## config.mk

```make
export PLATFORM = sky130hd
export DESIGN_NAME = alu_flag_unit
export DESIGN_NICKNAME = d
export VERILOG_FILES = /design/src/rtl/alu_flag_pkg.sv /design/src/rtl/alu_arith_core.sv /design/src/rtl/alu_logic_core.sv /design/src/rtl/alu_status_eval.sv /design/src/rtl/alu_flag_unit.sv
export SDC_FILE = /design/constraint.sdc
export NUM_CORES = 1
export LEC_CHECK = 0
export ABC_AREA = 1
export BUFFER_PORTS_ARGS = -buffer_cell sky130_fd_sc_hd__buf_2
export CELL_PAD_IN_SITES_DETAIL_PLACEMENT = 0
export CELL_PAD_IN_SITES_GLOBAL_PLACEMENT = 1
export CORE_MARGIN = 3
export CORE_UTILIZATION = 41
export DETAILED_ROUTE_END_ITERATION = 10
export PLACE_DENSITY_LB_ADDON = 0.1
export SYNTH_ARGS = -nofsm -noshare
export SYNTH_HDL_FRONTEND = slang
export SYNTH_SLANG_ARGS = --single-unit
```

## constraint.sdc

```tcl
create_clock -name clk -period 1.83 [get_ports clk]
set_input_delay 0.2745 -clock clk [delete_from_list [all_inputs] [get_ports clk]]
set_output_delay 0.2745 -clock clk [all_outputs]
set_load 0.05 [all_outputs]
```

## src/rtl/alu_flag_pkg.sv

```systemverilog
package alu_flag_pkg;
  localparam int WORD_W = 16;
  localparam int BYTE_W = 8;
  localparam int NIB_W  = 4;
  localparam int NUM_W  = 2;
  localparam int OPC_W  = 4;
  localparam int CTL_N  = 3;

  localparam int CF_BIT = 0;
  localparam int PF_BIT = 2;
  localparam int AF_BIT = 4;
  localparam int ZF_BIT = 6;
  localparam int SF_BIT = 7;
  localparam int TF_BIT = 8;
  localparam int OF_BIT = 11;

  localparam logic [WORD_W-1:0] FIXED_ONES = 16'h0002;
  localparam logic [WORD_W-1:0] LIVE_MASK  = 16'h0FD5;

  typedef enum logic [OPC_W-1:0] {
    OP_ADD = 4'd0,
    OP_ADC = 4'd1,
    OP_SUB = 4'd2,
    OP_SBB = 4'd3,
    OP_AND = 4'd4,
    OP_OR  = 4'd5,
    OP_XOR = 4'd6,
    OP_SHL = 4'd7,
    OP_SHR = 4'd8,
    OP_SAR = 4'd9
  } opc_e;

  typedef enum logic [1:0] {
    CLS_NONE,
    CLS_ARITH,
    CLS_LOGIC,
    CLS_SHIFT
  } opcls_e;

  function automatic opcls_e classify(input logic [OPC_W-1:0] code);
    opcls_e c;
    if (code <= 4'd3)      c = CLS_ARITH;
    else if (code <= 4'd6) c = CLS_LOGIC;
    else if (code <= 4'd9) c = CLS_SHIFT;
    else                   c = CLS_NONE;
    return c;
  endfunction
endpackage

```

## src/rtl/alu_arith_core.sv

```systemverilog
module alu_arith_core
  import alu_flag_pkg::*;
#(
  parameter int W = 8
) (
  input  logic [W-1:0] a,
  input  logic [W-1:0] b,
  input  logic         sub,
  input  logic         use_cin,
  input  logic         cin,
  output logic [W-1:0] sum,
  output logic         cf,
  output logic         af,
  output logic         of
);
  localparam int NW = NIB_W;

  logic [W-1:0]  b_x;
  logic          c_x;
  logic [W:0]    full;
  logic [NW:0]   nib;

  // Subtraction is a + ~b + (1 - borrow); carry out inverts into borrow.
  always_comb begin
    b_x  = sub ? ~b : b;
    c_x  = sub ^ (use_cin & cin);
    full = {1'b0, a} + {1'b0, b_x} + {{W{1'b0}}, c_x};
    nib  = {1'b0, a[NW-1:0]} + {1'b0, b_x[NW-1:0]} + {{NW{1'b0}}, c_x};
    sum  = full[W-1:0];
    cf   = full[W] ^ sub;
    af   = nib[NW] ^ sub;
    of   = (a[W-1] == b_x[W-1]) && (sum[W-1] != a[W-1]);
  end

  // adding zero without carry in can never carry out
  always_comb begin
    if (!sub && !use_cin && (b == '0)) begin
      a_r3_add_zero_no_carry: assert (!cf);
    end
  end

  // subtracting zero without borrow in can never borrow from bit 3
  always_comb begin
    if (sub && !use_cin && (b == '0)) begin
      a_r4_sub_zero_no_nibble_borrow: assert (!af);
    end
  end
endmodule

```

## src/rtl/alu_logic_core.sv

```systemverilog
module alu_logic_core
  import alu_flag_pkg::*;
#(
  parameter int W = 8
) (
  input  logic [W-1:0] a,
  input  logic [W-1:0] b,
  input  opc_e         op,
  output logic [W-1:0] res,
  output logic         cf,
  output logic         of
);
  always_comb begin
    res = a;
    cf  = 1'b0;
    of  = 1'b0;
    unique case (op)
      OP_AND: res = a & b;
      OP_OR:  res = a | b;
      OP_XOR: res = a ^ b;
      OP_SHL: begin
        res = {a[W-2:0], 1'b0};
        cf  = a[W-1];
        of  = a[W-1] ^ a[W-2];
      end
      OP_SHR: begin
        res = {1'b0, a[W-1:1]};
        cf  = a[0];
        of  = a[W-1];
      end
      OP_SAR: begin
        res = {a[W-1], a[W-1:1]};
        cf  = a[0];
        of  = 1'b0;
      end
      default: res = a;
    endcase
  end

  // arithmetic right shift keeps the sign bit
  always_comb begin
    if (op == OP_SAR) begin
      a_r9_sar_sign_kept: assert (res[W-1] == a[W-1]);
    end
  end
endmodule

```

## src/rtl/alu_status_eval.sv

```systemverilog
module alu_status_eval
  import alu_flag_pkg::*;
(
  input  logic [WORD_W-1:0] res,
  input  logic              wide,
  output logic              zf,
  output logic              sf,
  output logic              pf
);
  logic [BYTE_W-1:0] low_b;

  always_comb begin
    low_b = res[BYTE_W-1:0];
    zf    = wide ? (res == '0) : (low_b == '0);
    sf    = wide ? res[WORD_W-1] : res[BYTE_W-1];
    pf    = ~(^low_b);
  end
endmodule

```

## src/rtl/alu_flag_unit.sv

```systemverilog
module alu_flag_unit
  import alu_flag_pkg::*;
(
  input  logic        clk,
  input  logic        rst_n,
  input  logic        op_valid,
  output logic        op_ready,
  input  logic [3:0]  op_code,
  input  logic        op_wide,
  input  logic [15:0] opnd_a,
  input  logic [15:0] opnd_b,
  input  logic        carry_in,
  input  logic [2:0]  ctl_wr,
  input  logic [2:0]  ctl_val,
  output logic        res_valid,
  input  logic        res_ready,
  output logic [15:0] res_data,
  output logic [15:0] flags
);
  opc_e   opc;
  opcls_e cls;
  logic   accept;
  logic   is_sub;
  logic   use_cin;

  logic [WORD_W-1:0] ar_res [NUM_W];
  logic [WORD_W-1:0] lg_res [NUM_W];
  logic [NUM_W-1:0]  ar_cf, ar_af, ar_of;
  logic [NUM_W-1:0]  lg_cf, lg_of;

  logic [WORD_W-1:0] res_n;
  logic              zf_n, sf_n, pf_n;
  logic [WORD_W-1:0] flag_q, flag_n;
  logic [WORD_W-1:0] res_q;
  logic              vld_q;

  always_comb begin
    opc     = opc_e'(op_code);
    cls     = classify(op_code);
    is_sub  = (opc == OP_SUB) || (opc == OP_SBB);
    use_cin = (opc == OP_ADC) || (opc == OP_SBB);
  end

  assign op_ready = !vld_q || res_ready;
  assign accept   = op_valid && op_ready;

  // One lane per width: lane 0 byte, lane 1 word
  for (genvar g = 0; g < NUM_W; g++) begin : g_lane
    localparam int W = BYTE_W << g;
    logic [W-1:0] l_sum, l_lres;
    logic         l_cf, l_af, l_of, l_lcf, l_lof;

    alu_arith_core #(.W(W)) u_arith (
      .a       (opnd_a[W-1:0]),
      .b       (opnd_b[W-1:0]),
      .sub     (is_sub),
      .use_cin (use_cin),
      .cin     (carry_in),
      .sum     (l_sum),
      .cf      (l_cf),
      .af      (l_af),
      .of      (l_of)
    );

    alu_logic_core #(.W(W)) u_logic (
      .a   (opnd_a[W-1:0]),
      .b   (opnd_b[W-1:0]),
      .op  (opc),
      .res (l_lres),
      .cf  (l_lcf),
      .of  (l_lof)
    );

    assign ar_res[g] = WORD_W'(l_sum);
    assign lg_res[g] = WORD_W'(l_lres);
    assign ar_cf[g]  = l_cf;
    assign ar_af[g]  = l_af;
    assign ar_of[g]  = l_of;
    assign lg_cf[g]  = l_lcf;
    assign lg_of[g]  = l_lof;
  end

  always_comb begin
    if (cls == CLS_ARITH) res_n = ar_res[op_wide];
    else                  res_n = lg_res[op_wide];
  end

  alu_status_eval u_eval (
    .res  (res_n),
    .wide (op_wide),
    .zf   (zf_n),
    .sf   (sf_n),
    .pf   (pf_n)
  );

  always_comb begin
    flag_n = flag_q;
    if (accept) begin
      unique case (cls)
        CLS_ARITH: begin
          flag_n[CF_BIT] = ar_cf[op_wide];
          flag_n[AF_BIT] = ar_af[op_wide];
          flag_n[OF_BIT] = ar_of[op_wide];
          flag_n[ZF_BIT] = zf_n;
          flag_n[SF_BIT] = sf_n;
          flag_n[PF_BIT] = pf_n;
        end
        CLS_LOGIC, CLS_SHIFT: begin
          flag_n[CF_BIT] = lg_cf[op_wide];
          flag_n[OF_BIT] = lg_of[op_wide];
          flag_n[ZF_BIT] = zf_n;
          flag_n[SF_BIT] = sf_n;
          flag_n[PF_BIT] = pf_n;
        end
        default: flag_n = flag_q;
      endcase
    end
    for (int i = 0; i < CTL_N; i++) begin
      if (ctl_wr[i]) flag_n[TF_BIT+i] = ctl_val[i];
    end
    flag_n = (flag_n & LIVE_MASK) | FIXED_ONES;
  end

  always_ff @(posedge clk or negedge rst_n) begin
    if (!rst_n) begin
      flag_q <= FIXED_ONES;
      res_q  <= '0;
      vld_q  <= 1'b0;
    end else begin
      flag_q <= flag_n;
      if (accept) begin
        res_q <= res_n;
        vld_q <= 1'b1;
      end else if (res_ready) begin
        vld_q <= 1'b0;
      end
    end
  end

  assign res_valid = vld_q;
  assign res_data  = res_q;
  assign flags     = flag_q;

  // a stalled result stays valid and unchanged
  a_r11_stall_hold: assert property (@(posedge clk) disable iff (!rst_n)
    (res_valid && !res_ready) |=> (res_valid && $stable(res_data)));

  // no accepted request and no strobe leaves the flags alone
  a_r11_idle_flags: assert property (@(posedge clk) disable iff (!rst_n)
    (!(op_valid && op_ready) && (ctl_wr == '0)) |=> $stable(flags));

  // operations never touch the control flags
  a_r10_ctl_untouched: assert property (@(posedge clk) disable iff (!rst_n)
    (ctl_wr == '0) |=> $stable(flags[TF_BIT+CTL_N-1:TF_BIT]));

  // logic codes clear carry and overflow
  a_r8_logic_clears: assert property (@(posedge clk) disable iff (!rst_n)
    (accept && (classify(op_code) == CLS_LOGIC)) |=> (!flags[CF_BIT] && !flags[OF_BIT]));

  // logic and shift keep the nibble carry
  a_r8_af_kept: assert property (@(posedge clk) disable iff (!rst_n)
    (accept && ((classify(op_code) == CLS_LOGIC) || (classify(op_code) == CLS_SHIFT)))
      |=> $stable(flags[AF_BIT]));

  // logical right shift moves bit 0 into carry
  a_r9_shr_carry: assert property (@(posedge clk) disable iff (!rst_n)
    (accept && (op_code == 4'd8)) |=> (flags[CF_BIT] == $past(opnd_a[0])));

  // byte operations leave the upper result byte clear
  a_r5_byte_upper_zero: assert property (@(posedge clk) disable iff (!rst_n)
    (accept && !op_wide) |=> (res_data[15:8] == 8'h00));

  // fixed bits never move
  a_r2_fixed_bits: assert property (@(posedge clk) disable iff (!rst_n)
    ((flags & ~LIVE_MASK) == FIXED_ONES));
endmodule

```

==> impl_metrics.yaml <==
cts:
  cts.sinks: 26
  cts_tree: "yes"
  max-clock-path-buffers: 2
  cts_max_level: 1
  cts_inserted_buffers: 3
  clk-insertion-delay-late_ps: 280
  worst_setup_hold_path_clk_slew_ps: 90
  clockRootBuffer: "sky130_fd_sc_hd__clkbuf_8"
synth:
  yosysWarningCount: 0
  yosys_reg_bits: 26
  synth_enable_flop_cells: 0
  post-synth-top-area-cell: "sky130_fd_sc_hd__nand2_1"
  number_of_instances_in_the_synthesized_netlist: 632
  synth_commonest_cells: "sky130_fd_sc_hd__nand2_1 (182), sky130_fd_sc_hd__inv_1 (104), sky130_fd_sc_hd__ha_1 (51), sky130_fd_sc_hd__o21ai_0 (45), sky130_fd_sc_hd__nor2_1 (44)"
  synth.cell_area_sq_um: 3850
  synth_top_flop_cell: "sky130_fd_sc_hd__dfrtp_1"
  synth_cell_types: 36
  synth.area.top_cells: "sky130_fd_sc_hd__nand2_1 (18%), sky130_fd_sc_hd__dfrtp_1 (17%), sky130_fd_sc_hd__ha_1 (17%)"
  synth_seq_area_share: 0.169
  synth.most_common_cell: "sky130_fd_sc_hd__nand2_1"
  synth.top_cell.area_share: 0.178
  async_flop_share: 1.00
  syn_area_per_cell_sq_um: 6.09
pwr:
  irDropWorstVdd_mv: 0.644
  cell_internal_pwr_mw: 1.95
  seq_power_share: 0.199
  clkPwrFrac: 0.132
  p_sw_frac: 0.465
  power.combinational.fraction: 0.669
  switching_power_mw: 1.70
  p_leak_nw: 3.44
  powerDensity_nw_per_um2: 592
final_layout:
  n_fill_cell: 798
  drive_above_1_share: 0.420
  antennaDiodeCount: 0
  finalCoreUtilization: 0.691
  area_growth_syn_to_layout_pct: 60.5
  nets: 947
route:
  wirelength_um: 14600
  route.antenna.remaining_nets: 0
  post-route-drc-count: 0
  wl_met1_um: 6230
  per_cell_routed_wire_length_um: 15.3
  drt_pre_antenna_iters: 4
  routed-via-count: 4837
  drt_iter0_drc: 204
  viasPerCell: 5.08
  detailroute.wirelength.met2_um: 7210
  detailroute.wirelength.met3_um: 694
  maxUsedRoutingLayer: "met4"
outcome:
  status: "complete, but fails checks"
  failing_checks: "negative setup slack"
global_routing:
  grt_use_total: 0.257
  grt_first_pass_wirelength_um: 21600
  grt_antenna_before_repair: 0
  grt_start_max_net_pins: 31
  number_of_global_route_vias_before_repair: 4633
  grt-ovfl-total: 0
worst_setup_path:
  worst_path_most_repeated_cell: "sky130_fd_sc_hd__nand2_2"
  reg2regPathDepth: 6
  timing.critical_path.fanout_max: 3
  timing.critical_path.arrival_ps: 3000
  worstSetupEndpointType: "flip-flop"
  critical_path.reg2reg.endpoint: "res_data[14]"
  setup.worst_path.start_class: "primary input"
  worst_r2r_startpoint: "res_valid"
  setup.worst_path.start: "op_code[2]"
  cpMaxStageDelayCell: "sky130_fd_sc_hd__fa_2"
  setup.reg_to_reg.worst_slack_ps: 330
  timing.critical_path.to: "flags[2]"
  required_time_at_the_endpoint_of_the_critical_path_ps: 2000
  crit_path_cell_trace: "buf_8 > nor2_4 > inv_2 > nor2_4 > xor2_2 > fa_2 > fa_2 > nand2_2 > nand2_2 > nand3_2 > nand2_2 > or2_4 > a22oi_2 > ha_4 > xnor2_4 > a21oi_2 > o21ai_1 > nand2_1"
  worstSetupPathType: "primary input to flip-flop"
  critical_path.max_stage_delay_ps: 400
timing:
  final.setup.worst_slack_ps: -998
  post-route-min-period_ps: 2830
  tightest_slew_ps: 586
  setup-violations-final: 21
  max_freq_mhz: 354
  rsz_0062_raised_after_global_routing: "true"
  slew_headroom: 0.609
  final_min_period_over_clock_period: 1.55
  timing.final.hold_violations: 0
  clock_tree_skew_after_final_layout_ps: 7.95
  fin_max_slew_vios: 0
hold_path:
  worst_min_path_class: "primary input to flip-flop"
die:
  dieWidth_um: 103
  io-pin-count: 82
  core.rowCount: 34
  core-area_sq_um: 8930
  floorplan.initialDensity: 0.431
  die_footprint_sq_um: 10600
  die_height_um: 103
flow_run:
  drv_cap: 0
placement:
  dpl_ws_ps: -1280
  global_placement_routability_congestion: 0.904
  place.port_buffers: 74
  detailed_place_hpwl_um: 11200
placed cells by master (no fill, tap or decap), drive strengths merged, types with 2 or more instances in the layout:
| master | synthesis | routed |
|---|---|---|
| dfrtp | 26 | 26 |
| nand4 | 10 | 10 |
| fa | 2 | 2 |
| xor2 | 19 | 19 |
| a31oi | 5 | 5 |
| o221ai | 3 | 3 |
| and2 | 2 | 2 |
| mux2 | 3 | 3 |
| nand2 | 183 | 183 |
| clkbuf | 9 | 3 |
| nor2 | 48 | 48 |
| nand3 | 35 | 35 |
| a21oi | 29 | 29 |
| a22oi | 2 | 2 |
| inv | 110 | 110 |
| conb | 2 | 7 |
| nor3 | 3 | 3 |
| nand3b | 2 | 2 |
| ha | 51 | 51 |
| o21ai | 63 | 63 |
| or2 | 2 | 2 |
| buf | 13 | 225 |
| o22ai | 3 | 3 |
logic make-up after synthesis:
| kind of cell | Yosys count | synth area share |
|---|---|---|
| simple gates | 286 | 0.307 |
| other cells | 2 | 0.00195 |
| buf+inv | 132 | 0.137 |
| flops | 26 | 0.169 |
| mux | 3 | 0.00878 |
| compound gates | 110 | 0.154 |
| xor+xnor | 20 | 0.0455 |
| fa+ha+maj | 53 | 0.176 |
state kept, by name (all words and copies together) (netlist names):
register   count
res_data      16
flags          9
res_valid      1
power groups by stage:
| stage | Sequential, mW | Combinational [mW] | Clock (mW) |
|---|---|---|---|
| global route | 0.739 | 2.65 | 0.505 |
| CTS | 0.726 | 2.06 | 0.493 |
| detailed placement | 0.737 | 1.92 | 0 |
| finish | 0.726 | 2.44 | 0.482 |
| global placement | 0.733 | 1.89 | 0 |
| floorplan | 1.09 | 0.819 | 0 |
worst max-delay path: cells and delay by family:
family,cells,cell delay [ps]
fa+ha+maj,3,1020
simple gates,8,870
buf+inv,2,170
compound gates,3,400
xor+xnor,2,260
per-layer routing:
layer,up-vias,GRT usage
li1,2426,-
met1,2229,0.329
met2,154,0.460
met3,28,0.0271
met4,0,0.0677
met5,-,0
metrics by stage:
step	cell area (sq um)	TNS [ps]	instances	total power, mW	hold slack [ps]
floorplan	3910	-10890	637	1.90	-21.1
global placement	5260	-16650	923	2.63	293
detailed placement	5260	-17860	923	2.66	303
CTS	5550	-12280	940	3.28	217
global route	6170	-14920	953	3.89	218
finish	6170	-12500	953	3.65	220
layout make-up:
cell class | instances | area [sq um] | area share
multi-input combinational | 479 | 3250 | 0.527
timing repair buffer | 226 | 1650 | 0.267
sequential | 26 | 652 | 0.106
inverter | 110 | 415 | 0.0673
tap | 108 | 135 | 0.0219
clock buffer | 3 | 41.3 | 0.00669
clock inverter | 1 | 30.0 | 0.00486
worst min-delay path by stage:
| stage | startpoint | end | slack [ps] | depth (start not counted) |
|---|---|---|---|---|
| floorplan | rst_n | flags[0] | -20 | 0 |
| global placement | rst_n | flags[8] | 290 | 1 |
| detailed placement | rst_n | flags[8] | 300 | 1 |
| CTS | ctl_val[2] | flags[10] | 220 | 2 |
| global route | ctl_val[1] | flags[9] | 220 | 2 |
| finish | ctl_val[1] | flags[9] | 220 | 2 |
repair_timing:
item                                    4_1_cts  5_1_grt
pin swaps                                    22       62
hold buffers                                  1        0
buffers inserted                             12       25
endpoints found under the setup margin       21       21
hold endpoints to repair                     12        0
resized for setup                            33      133
No activity file was read; power rests on OpenSTA's default activity.
